File: config.mk
export PLATFORM = sky130hd
export DESIGN_NAME = ram_bank_mapper
export DESIGN_NICKNAME = d
export VERILOG_FILES = /design/src/rtl/ram_bank_mapper_pkg.sv /design/src/rtl/mapper_cfg_reg.sv /design/src/rtl/mapper_page_decode.sv /design/src/rtl/mapper_strobe_sel.sv /design/src/rtl/ram_bank_mapper.sv
export SDC_FILE = /design/constraint.sdc
export NUM_CORES = 1
export LEC_CHECK = 0
export ABC_AREA = 0
export BUFFER_PORTS_ARGS = -buffer_cell sky130_fd_sc_hd__clkbuf_2
export CORE_AREA = 2 2 39 41
export DETAILED_ROUTE_END_ITERATION = 8
export DIE_AREA = 0 0 41 43
export PLACE_DENSITY = 0.56
export SLEW_MARGIN = 25
export SYNTH_ARGS = -nofsm -noshare
export SYNTH_HDL_FRONTEND = slang
export SYNTH_SLANG_ARGS = --single-unit
File: constraint.sdc
create_clock -name clk -period 1 [get_ports clk]
set_input_delay 0.1 -clock clk [delete_from_list [all_inputs] [get_ports clk]]
set_output_delay 0.1 -clock clk [all_outputs]
set_load 0.1 [all_outputs]
File: src/rtl/ram_bank_mapper_pkg.sv
package ram_bank_mapper_pkg;

    localparam int BANK_W = 5;
    localparam int WIN_W  = 2;

    typedef enum logic [1:0] {
        MODE_BASE   = 2'd0,
        MODE_EXT    = 2'd1,
        MODE_ABSENT = 2'd2
    } map_mode_e;

    // Page for a base layout (0..7) in a given 16K window.
    function automatic logic [BANK_W-1:0] base_page(input logic [2:0] lay,
                                                    input logic [WIN_W-1:0] win);
        logic [BANK_W-1:0] p;
        unique case (win)
            2'd0: p = (lay == 3'd2) ? 5'd4 : 5'd0;
            2'd1: begin
                unique case (lay)
                    3'd0, 3'd1: p = 5'd1;
                    3'd2:       p = 5'd5;
                    3'd3:       p = 5'd3;
                    default:    p = {2'b00, lay};
                endcase
            end
            2'd2: p = (lay == 3'd2) ? 5'd6 : 5'd2;
            default: p = (lay == 3'd1 || lay == 3'd2 || lay == 3'd3) ? 5'd7 : 5'd3;
        endcase
        return p;
    endfunction

endpackage

File: src/rtl/mapper_cfg_reg.sv
module mapper_cfg_reg #(
    parameter int CFG_W = 5
) (
    input  logic             clk,
    input  logic             rst_n,
    input  logic             io_wr,
    input  logic             a15,
    input  logic [7:0]       data,
    output logic [CFG_W-1:0] cfg_q
);
    logic take;

    always_comb begin
        take = io_wr && !a15 && data[7] && data[6];
    end

    always_ff @(posedge clk or negedge rst_n) begin
        if (!rst_n) begin
            cfg_q <= '0;
        end else if (take) begin
            cfg_q <= data[CFG_W-1:0];
        end
    end
endmodule

File: src/rtl/mapper_page_decode.sv
module mapper_page_decode
    import ram_bank_mapper_pkg::*;
#(
    parameter bit REDUCED_FIT = 1'b0
) (
    input  logic [BANK_W-1:0] cfg,
    input  logic [WIN_W-1:0]  win,
    input  logic              video_access,
    input  logic [1:0]        video_bank,
    output logic [BANK_W-1:0] page,
    output logic              present,
    output map_mode_e         mode
);
    localparam int LAST_EXT = REDUCED_FIT ? 19 : 31;

    always_comb begin
        if (cfg < BANK_W'(8)) begin
            mode = MODE_BASE;
        end else if (int'(cfg) > LAST_EXT) begin
            mode = MODE_ABSENT;
        end else begin
            mode = MODE_EXT;
        end
    end

    always_comb begin
        page    = '0;
        present = 1'b1;
        if (video_access) begin
            page = {3'b000, video_bank};
        end else begin
            unique case (mode)
                MODE_BASE: page = base_page(cfg[2:0], win);
                MODE_EXT: begin
                    unique case (win)
                        2'd0:    page = 5'd0;
                        2'd1:    page = cfg;
                        2'd2:    page = 5'd2;
                        default: page = 5'd7;
                    endcase
                end
                default: begin
                    unique case (win)
                        2'd0:    page = 5'd0;
                        2'd1:    begin page = 5'd1; present = 1'b0; end
                        2'd2:    page = 5'd2;
                        default: page = 5'd7;
                    endcase
                end
            endcase
        end
    end
endmodule

File: src/rtl/mapper_strobe_sel.sv
module mapper_strobe_sel
    import ram_bank_mapper_pkg::*;
(
    input  logic [BANK_W-1:0] page,
    input  logic              present,
    input  logic              video_access,
    input  logic [WIN_W-1:0]  win,
    output logic              cas_lo_en,
    output logic              cas_hi_en
);
    always_comb begin
        cas_hi_en = present && !video_access && (win == 2'd1) && page[BANK_W-1];
        cas_lo_en = present && !page[BANK_W-1];
    end
endmodule

File: src/rtl/ram_bank_mapper.sv
module ram_bank_mapper
    import ram_bank_mapper_pkg::*;
#(
    parameter bit REDUCED_FIT = 1'b0
) (
    input  logic              clk,
    input  logic              rst_n,
    input  logic              io_wr,
    input  logic [1:0]        addr_hi,
    input  logic [7:0]        data,
    input  logic              video_access,
    input  logic [1:0]        video_bank,
    output logic [BANK_W-1:0] phys_bank,
    output logic              cas_lo_en,
    output logic              cas_hi_en
);
    logic [BANK_W-1:0] cfg_q;
    logic              present;
    map_mode_e         mode;

    mapper_cfg_reg #(.CFG_W(BANK_W)) u_cfg (
        .clk   (clk),
        .rst_n (rst_n),
        .io_wr (io_wr),
        .a15   (addr_hi[1]),
        .data  (data),
        .cfg_q (cfg_q)
    );

    mapper_page_decode #(.REDUCED_FIT(REDUCED_FIT)) u_dec (
        .cfg          (cfg_q),
        .win          (addr_hi),
        .video_access (video_access),
        .video_bank   (video_bank),
        .page         (phys_bank),
        .present      (present),
        .mode         (mode)
    );

    mapper_strobe_sel u_stb (
        .page         (phys_bank),
        .present      (present),
        .video_access (video_access),
        .win          (addr_hi),
        .cas_lo_en    (cas_lo_en),
        .cas_hi_en    (cas_hi_en)
    );
endmodule

==> results.py, run 1 <==
metrics = {
    "clock_network": {
        "cts_inserted_buffers": 3,
        "cts.path.max_buffers": 2,
        "insertion_delay_ns": 0.24,
        "clockRootBuffer": "clkbuf_4",
        "path_clk_slew_ns": 0.04,
        "cts_tree": "yes",
        "htreeDepth": 1,
        "cts_sinks": 5,
    },
    "routing": {
        "vias": 379,
        "drt_iter0_drc": 2,
        "firstDrtPassIters": 2,
        "routed_wl_um": 843,
        "final_antenna_net_count": 0,
        "wire_per_inst_um": 10.2,
        "via_per_inst": 4.57,
        "drc_errors": 0,
    },
    "sta": {
        "finalCriticalPeriod_ns": 1.44,
        "period_share_pct": 144,
        "drv_slew": 0,
        "skew_ns": 0,
        "tightest_slew_ns": 0.284,
        "rsz0062_at_grt": "yes",
        "max_freq_mhz": 695,
        "maxSlewHeadroom_pct": 81.1,
        "hold_violations": 0,
        "hold_ws_ns": 0.0922,
        "setup_viol": 7,
        "setup_ws_ns": -0.439,
    },
    "critical_path": {
        "cp_max_fo": 4,
        "cp-endpoint": "phys_bank[1]",
        "r2r_setup_slack_ns": 0.06,
        "setup.worst_path.class": "reg2out",
        "end_kind": "primary output",
        "r2r_start": "u_cfg.cfg_q[4]",
        "cp.required_ns": 0.90,
        "worstReg2RegEnd": "u_cfg.cfg_q[4]",
        "arrival_ns": 1.34,
        "cp-start-kind": "flip-flop",
        "critPathLaunch": "u_cfg.cfg_q[2]",
        "rr_worst_depth": 2,
    },
    "power_and_ir_drop": {
        "p_sw_share_pct": 38.9,
        "clockPowerShare_pct": 20.6,
        "p_int_w": 0.000682,
        "vdd_drop_max_mv": 1.01,
        "p_seq_share_pct": 28.8,
        "combinationalPowerShare_pct": 50.6,
        "p_per_area_nw_per_um2": 1470,
        "p_leak_nw": 0.356,
        "p_sw_w": 0.000434,
    },
    "global_route": {
        "grt_max_degree": 9,
        "grt_overflow": 0,
        "grt_pass1_wl_um": 1450,
        "antenna_found_initial": 0,
        "grtUsageTotal_pct": 12.1,
        "grt_pass1_vias": 370,
    },
    "worst_hold_path": {
        "min_path_type": "in2reg",
        "min_path_cells": 2,
        "hp-start": "data[2]",
    },
    "cells_and_area": {
        "layout_common_cells": "14 x clkbuf_2, 9 x buf_4, 7 x buf_12",
        "syn2layout_area_growth_pct": 129,
        "fin_area_um2": 761,
        "largest_reg_flops": 5,
        "top_regs": "u_cfg.cfg_q x5",
        "nFillCells": 120,
        "layout.nets": 84,
        "final_common_cell": "clkbuf_2",
        "final_layout_size_suffix_gt1_share_pct": 82.1,
        "regMostFlops": "u_cfg.cfg_q",
        "diodes": 0,
    },
    "synth": {
        "avgSynthCellArea_um2": 10.4,
        "synth.distinct_cells": 17,
        "synth_nets": 48,
        "synth_top_area_share_pct": 37.6,
        "ys_top_cells_by_area": "dfrtp_1 38%, mux2_2 17%, nand4b_4 7.1%",
        "synthCells": 32,
        "syn_area_um2": 333,
        "yosys.area.top_type": "dfrtp_1",
        "ys_seq_area_share_pct": 37.6,
        "ys_warn_count": 0,
        "postSynthRegisterBits": 5,
    },
    "floorplan": {
        "core_um2": 1380,
        "core.rowCount": 14,
        "die_height_um": 43,
        "io_pins": 23,
        "dieArea_um2": 1760,
        "start_util_pct": 24.1,
        "die_x_um": 41,
    },
    "placement": {
        "hpwl_um": 713,
        "gp_congestion": 0.689,
        "placed_cell_area_um2": 661,
        "port_buffers": 21,
    },
    "status": {
        "violations": "negative setup slack",
        "outcome": "finished with violations",
    },
    "run": {
        "cap_violations": 0,
    },
}
-- metrics by stage --
stage                     instances  util, %  setup slack (ns)  setup TNS [ns]  total power [W]
after global placement           75     47.7            -0.225          -0.860         0.000785
after detailed placement         75     47.7            -0.271          -0.892         0.000793
after CTS                        83     53.4            -0.455           -2.50          0.00110
final                            83     55.0            -0.439           -2.34          0.00112
after floorplan                  32        -             -1.08           -3.70         0.000606
after global routing             83     55.0            -0.498           -2.76          0.00119
-- metal layers --
layer / vias to the layer above / global-route usage [%] / share of wire, %
met5: - / 0 / 0
met4: 0 / 8.00 / 0
met3: 0 / 3.66 / 6.0
met2: 14 / 19.7 / 56
met1: 177 / 12.5 / 37
li1: 188 / - / -
-- worst min-delay path by stage --
stage,end,slack (ns)
detailed placement,u_cfg.cfg_q[0],-0.08
global placement,u_cfg.cfg_q[0],-0.08
CTS,u_cfg.cfg_q[2],0.09
finish,u_cfg.cfg_q[2],0.09
floorplan,u_cfg.cfg_q[0],-0.20
global route,u_cfg.cfg_q[0],0.09
-- synthesized netlist by cell type --
library cell and n:
dfrtp_1 5, o21ai_0 2, nor3b_1 3, a31o_2 1, mux2_2 5, nor4_1 1, nor3_1 2, a211oi_1 1
buf_6 1, nand2_1 1, o31ai_1 1, nand4b_4 1, nand3_1 1, mux2i_1 1, inv_1 3, nand2b_1 1
nor2_1 2
-- power by group through the flow --
| stage | clock network [W] | logic [W] | registers [W] |
|---|---|---|---|
| after global placement | 0 | 0.000491 | 0.000294 |
| after global routing | 0.000260 | 0.000596 | 0.000332 |
| after detailed placement | 0 | 0.000496 | 0.000297 |
| final | 0.000230 | 0.000564 | 0.000322 |
| after floorplan | 0 | 0.000320 | 0.000286 |
| after CTS | 0.000245 | 0.000557 | 0.000299 |
-- critical path, cell delays in order, from the launching register on --
cell,delay [ns]
dfrtp_2,0.44
nor4_2,0.27
buf_4,0.16
o31ai_4,0.06
buf_12,0.18
-- logic make-up (layout without fill, tap and decap cells) --
logic type	Yosys count	after routing	share of synthesized area (%)
simple gates	12	12	25.6
mux	6	6	19.9
compound gates	5	5	10.2
flops	5	5	37.6
buf+inv	4	39	6.77
-- repair_timing --
| action | in CTS | in global routing |
|---|---|---|
| hold endpoints to repair | 5 | 0 |
| pin swaps | 3 | 3 |
| hold buffers | 1 | 0 |
| resized for setup | 5 | 6 |
| endpoints found under the setup margin | 7 | 7 |
| buffers inserted | 3 | 0 |
-- layout make-up --
| cell class | instances | area [um2] | share of cell area [%] |
|---|---|---|---|
| tap | 16 | 20.0 | 2.63 |
| clock buffer | 4 | 26.3 | 3.45 |
| multi-input combinational | 23 | 275 | 36.2 |
| inverter | 3 | 11.3 | 1.48 |
| sequential | 5 | 129 | 16.9 |
| timing repair buffer | 32 | 299 | 39.3 |
(Power assumes the default switching activity.)
==> run 2, diff against run 1 <==
==> constraint.sdc (replaced) <==
create_clock -name clk -period 1 [get_ports clk]
set_input_delay 0.15 -clock clk [delete_from_list [all_inputs] [get_ports clk]]
set_output_delay 0.15 -clock clk [all_outputs]
set_load 0.1 [all_outputs]
==> run 2 against run 1 <==
Net effect:
- the flow still finishes with violations (negative setup slack)
- setup slack got worse by 0.045 ns
- combinational power about the same
- critical path type unchanged
- non-clock buffer count is 1 higher
- worst hold slack improved by 0.056 ns
- clock-buffer cell count unchanged
- highest routed layer unchanged
- cell area is 0.82% higher
- flip-flop and latch count unchanged
- critical path depth stayed put
- die area is the same
- sequential share of layout area decreased by 0.46 points
- largest cell class unchanged
==> results.py, run 2 (synthesized netlist as in run 1, its figures left out) <==
metrics = {
    "status": {
        "violations": "negative setup slack",
        "outcome": "finished with violations",
    },
    "clock_network": {
        "htreeDepth": 1,
        "cts_tree": "yes",
        "cts_inserted_buffers": 3,
        "cts.path.max_buffers": 2,
        "insertion_delay_ns": 0.23,
        "clockRootBuffer": "clkbuf_4",
        "path_clk_slew_ns": 0.04,
        "cts_sinks": 5,
    },
    "routing": {
        "routed_wl_um": 772,
        "drc_errors": 0,
        "final_antenna_net_count": 0,
        "via_per_inst": 4.48,
        "vias": 376,
        "wire_per_inst_um": 9.19,
        "firstDrtPassIters": 4,
        "drt_iter0_drc": 2,
    },
    "sta": {
        "rsz0062_at_grt": "yes",
        "finalCriticalPeriod_ns": 1.48,
        "hold_violations": 0,
        "maxSlewHeadroom_pct": 83.7,
        "setup_viol": 8,
        "max_freq_mhz": 674,
        "setup_ws_ns": -0.484,
        "skew_ns": 0,
        "tightest_slew_ns": 0.237,
        "period_share_pct": 148,
        "drv_slew": 0,
    },
    "worst_hold_path": {
        "hp-start": "data[1]",
        "min_path_type": "in2reg",
        "min_path_cells": 2,
        "whs_endpoint": "u_cfg.cfg_q[1]",
    },
    "floorplan": {
        "dieArea_um2": 1760,
        "core.rowCount": 14,
        "core_um2": 1380,
        "die_x_um": 41,
        "start_util_pct": 24.1,
        "io_pins": 23,
        "die_height_um": 43,
    },
    "critical_path": {
        "r2r_setup_slack_ns": -0.02,
        "arrival_ns": 1.33,
        "rr_worst_depth": 3,
        "setup.worst_path.class": "reg2out",
        "r2r_start": "u_cfg.cfg_q[3]",
        "end_kind": "primary output",
        "cp.required_ns": 0.85,
        "worstReg2RegEnd": "u_cfg.cfg_q[3]",
        "cp-start-kind": "flip-flop",
        "cp_max_fo": 4,
    },
    "global_route": {
        "grtUsageTotal_pct": 10.1,
        "grt_overflow": 0,
        "antenna_found_initial": 0,
        "grt_pass1_wl_um": 1270,
        "grt_pass1_vias": 323,
        "grt_max_degree": 8,
    },
    "placement": {
        "port_buffers": 21,
        "gp_congestion": 0.675,
        "pre_cts_slack_ns": -0.308,
        "placedCellCount": 78,
        "placed_cell_area_um2": 688,
        "hpwl_um": 690,
    },
    "cells_and_area": {
        "regMostFlops": "u_cfg.cfg_q",
        "multiInputGateArea_um2": 273,
        "final_common_cell": "clkbuf_2",
        "top_regs": "u_cfg.cfg_q x5",
        "syn2layout_area_growth_pct": 130,
        "layout.nets": 85,
        "ff_latch_area_um2": 126,
        "final_layout_size_suffix_gt1_share_pct": 77.9,
        "stdcell_count": 84,
        "finalCoreUtilization_pct": 55.4,
        "fin_area_um2": 767,
        "diodes": 0,
        "largest_reg_flops": 5,
        "nFillCells": 124,
        "layout_common_cells": "14 x clkbuf_2, 9 x buf_4, 7 x buf_12",
    },
    "run": {
        "cap_violations": 0,
    },
    "power_and_ir_drop": {
        "total_power_w": 0.00109,
        "p_leak_nw": 0.372,
        "p_per_area_nw_per_um2": 1420,
        "vdd_drop_max_mv": 0.843,
    },
}
run 2: power breakdown:
part | internal [W] | switching [W] | total, W | leakage [nW]
sequential | 0.000250 | 0.0000540 | 0.000304 | 0.0589
combinational | 0.000280 | 0.000286 | 0.000566 | 0.298
clock | 0.000150 | 0.0000704 | 0.000220 | 0.0150
run 2: worst max path at each step:
stage                              start      endpoint
after floorplan           u_cfg.cfg_q[4]     cas_lo_en
after global placement    u_cfg.cfg_q[4]  phys_bank[0]
after detailed placement  u_cfg.cfg_q[4]  phys_bank[0]
after CTS                 u_cfg.cfg_q[0]  phys_bank[1]
after global routing      u_cfg.cfg_q[4]  phys_bank[1]
final                     u_cfg.cfg_q[4]  phys_bank[1]
run 2: layout make-up:
type | instances | share of cell area [%]
repair buffers | 33 | 40.5
multi-input cells | 23 | 35.6
flip-flops and latches | 5 | 16.5
clock buffers | 4 | 3.43
well taps | 16 | 2.61
inverters | 3 | 1.47
run 2: what timing repair did:
item,in CTS,in global routing
resized for setup,5,4
gates cloned,0,0
setup endpoints to repair,7,7
setup buffers,0,1
pin swaps,3,1
endpoints found under the hold margin,5,0
hold buffers,1,0
run 2: worst max-delay path: stages (launching register included):
cell	delay, ns
dfrtp_1	0.42
nor4_2	0.29
buf_4	0.16
o31ai_4	0.06
buf_12	0.18
run 2: metal layers:
metal,wire length [um],global-route usage [%]
met4,0,4.00
met1,323,13.1
met3,62,1.57
met5,0,0
met2,386,15.9
run 2: stage by stage:
stage	hold slack (ns)	TNS, ns
2_1_floorplan	-0.146	-4.05
3_3_place_gp	-0.0309	-1.34
3_5_place_dp	-0.0281	-1.50
4_1_cts	0.141	-2.97
5_1_grt	0.143	-3.33
6_report	0.148	-2.85
==> run 3, diff against run 2 <==
GPL_TIMING_DRIVEN = 0   (was not set)
==> run 3 against run 2 <==
Net effect:
- the flow still finishes with violations (negative setup slack)
- cell area down 3.4%
- flip-flop and latch count stayed put
- maximum frequency decreased by 1.5%
- first-iteration DRC count down 100%
- worst hold slack worse by 0.0076 ns
- clock power is 5% higher
- routed wire length rose by 16%
- sequential share of layout area grew 1.1 points
- setup slack got worse by 0.023 ns
- critical endpoint is now phys_bank[0]
- largest cell class is now multi-input combinational cells
==> results.py, run 3 (synthesized netlist as in run 1, its figures left out) <==
metrics = {
    "critical_path": {
        "r2r_setup_slack_ns": 0.02,
        "setup.worst_path.class": "reg2out",
        "end_kind": "primary output",
        "cp.required_ns": 0.85,
        "arrival_ns": 1.36,
        "rr_worst_depth": 2,
        "cp_max_fo": 6,
        "cp-start-kind": "flip-flop",
    },
    "global_route": {
        "grt_overflow": 0,
        "antenna_found_initial": 0,
        "grt_pass1_vias": 374,
        "grt_max_degree": 10,
        "grtUsageTotal_pct": 11.9,
        "grt_pass1_wl_um": 1370,
    },
    "clock_network": {
        "path_clk_slew_ns": 0.04,
        "htreeDepth": 1,
        "cts_sinks": 5,
        "cts_inserted_buffers": 3,
        "insertion_delay_ns": 0.24,
        "cts.path.max_buffers": 2,
        "clockRootBuffer": "clkbuf_4",
        "cts_tree": "yes",
    },
    "routing": {
        "drc_errors": 0,
        "drt_iter0_drc": 0,
        "via_per_inst": 4.64,
        "wire_per_inst_um": 11.8,
        "drt-met1-wl_um": 346,
        "top_layer": "met3",
        "vias": 353,
        "met2RoutedLength_um": 478,
        "routed_wl_um": 895,
        "firstDrtPassIters": 1,
        "wl_met3_um": 71,
        "final_antenna_net_count": 0,
    },
    "status": {
        "outcome": "finished with violations",
        "violations": "negative setup slack",
    },
    "floorplan": {
        "io_pins": 23,
        "die_x_um": 41,
        "core.rowCount": 14,
        "die_height_um": 43,
        "dieArea_um2": 1760,
        "core_um2": 1380,
        "start_util_pct": 24.1,
    },
    "sta": {
        "setup_viol": 7,
        "maxSlewHeadroom_pct": 81.2,
        "period_share_pct": 151,
        "rsz0062_at_grt": "yes",
        "setup_ws_ns": -0.507,
        "tightest_slew_ns": 0.274,
        "max_freq_mhz": 663,
        "finalCriticalPeriod_ns": 1.51,
        "drv_slew": 0,
        "skew_ns": 0,
        "hold_violations": 0,
    },
    "power_and_ir_drop": {
        "combinationalPowerShare_pct": 48.7,
        "p_per_area_nw_per_um2": 1500,
        "p_sw_share_pct": 40.2,
        "p_sw_w": 0.000448,
        "p_seq_share_pct": 30.5,
        "clockPowerShare_pct": 20.8,
        "p_leak_nw": 0.335,
        "vdd_drop_max_mv": 0.902,
        "p_int_w": 0.000666,
    },
    "cells_and_area": {
        "top_regs": "u_cfg.cfg_q x5",
        "stdcell_count": 76,
        "final_layout_size_suffix_gt1_share_pct": 83.3,
        "regMostFlops": "u_cfg.cfg_q",
        "finalCoreUtilization_pct": 53.5,
        "diodes": 0,
        "layout_common_cells": "13 x clkbuf_2, 5 x mux2_2, 5 x clkbuf_16",
        "largest_reg_flops": 5,
        "layout.nets": 77,
        "final_common_cell": "clkbuf_2",
        "syn2layout_area_growth_pct": 123,
    },
    "placement": {
        "pre_cts_slack_ns": -0.544,
        "gp_congestion": 0.624,
        "port_buffers": 20,
        "hpwl_um": 660,
        "placedCellCount": 68,
    },
    "run": {
        "cap_violations": 0,
    },
    "worst_hold_path": {
        "min_path_type": "in2reg",
        "min_path_cells": 2,
    },
}
[run 3: cell count changes in the layout (fill, tap and decap cells not counted), moves of 3 or more]
cell / change
buf_12: -6
dfrtp_1: -3
buf_4: -6
dfrtp_2: +3
clkbuf_16: +5
[run 3: area by class of cell]
| type | instances | area [um2] |
|---|---|---|
| well taps | 16 | 20.0 |
| plain buffers | 1 | 11.3 |
| clock buffers | 4 | 26.3 |
| fillers | 132 | 643 |
| repair buffers | 24 | 256 |
| multi-input cells | 23 | 285 |
| inverters | 3 | 11.3 |
| flip-flops and latches | 5 | 130 |
[run 3: power groups by stage]
stage | clock (W) | combinational [W] | sequential [W]
finish | 0.000232 | 0.000542 | 0.000339
global route | 0.000252 | 0.000566 | 0.000348
CTS | 0.000246 | 0.000504 | 0.000340
detailed placement | 0 | 0.000383 | 0.000299
global placement | 0 | 0.000378 | 0.000297
floorplan | 0 | 0.000322 | 0.000286
[run 3: path summary, 6_finish.rpt]
path / from / to
setup / recovery: u_cfg.cfg_q[4] / phys_bank[0]
hold / removal: data[1] / u_cfg.cfg_q[1]
setup reg to reg: u_cfg.cfg_q[3] / u_cfg.cfg_q[3]
hold reg to reg: u_cfg.cfg_q[1] / u_cfg.cfg_q[1]
max in group asynchronous: rst_n / u_cfg.cfg_q[4]
min in group asynchronous: rst_n / u_cfg.cfg_q[1]
[run 3: stage by stage]
step           hold slack, ns  instance area, um2  power (W)  setup TNS, ns
3_5_place_dp          -0.0267                 514   0.000682          -2.70
5_1_grt                 0.140                 741    0.00117          -3.14
6_report                0.141                 741    0.00111          -2.84
3_3_place_gp          -0.0269                 514   0.000675          -2.61
2_1_floorplan          -0.146                 394   0.000608          -4.05
4_1_cts                 0.132                 719    0.00109          -2.90
[run 3: routing by layer]
layer | vias to the layer above | track usage [%]
li1 | 174 | -
met1 | 161 | 10.2
met2 | 18 | 21.3
met3 | 0 | 2.09
met4 | 0 | 10.0
met5 | - | 0
[run 3: worst max-delay path: stages, from the launching register on]
cell and delay [ns]:
dfrtp_2 0.45, nor3_4 0.23, nor3_2 0.06, o21ai_2 0.15, clkbuf_16 0.22
[run 3: timing repair]
action                                  4_1_cts  5_1_grt
pin swaps                                     3        3
endpoints found under the setup margin        7        8
hold buffers                                  1        0
setup buffers                                 1        2
endpoints found under the hold margin         5        0
resized for setup                            30        4
cloned                                        0        0
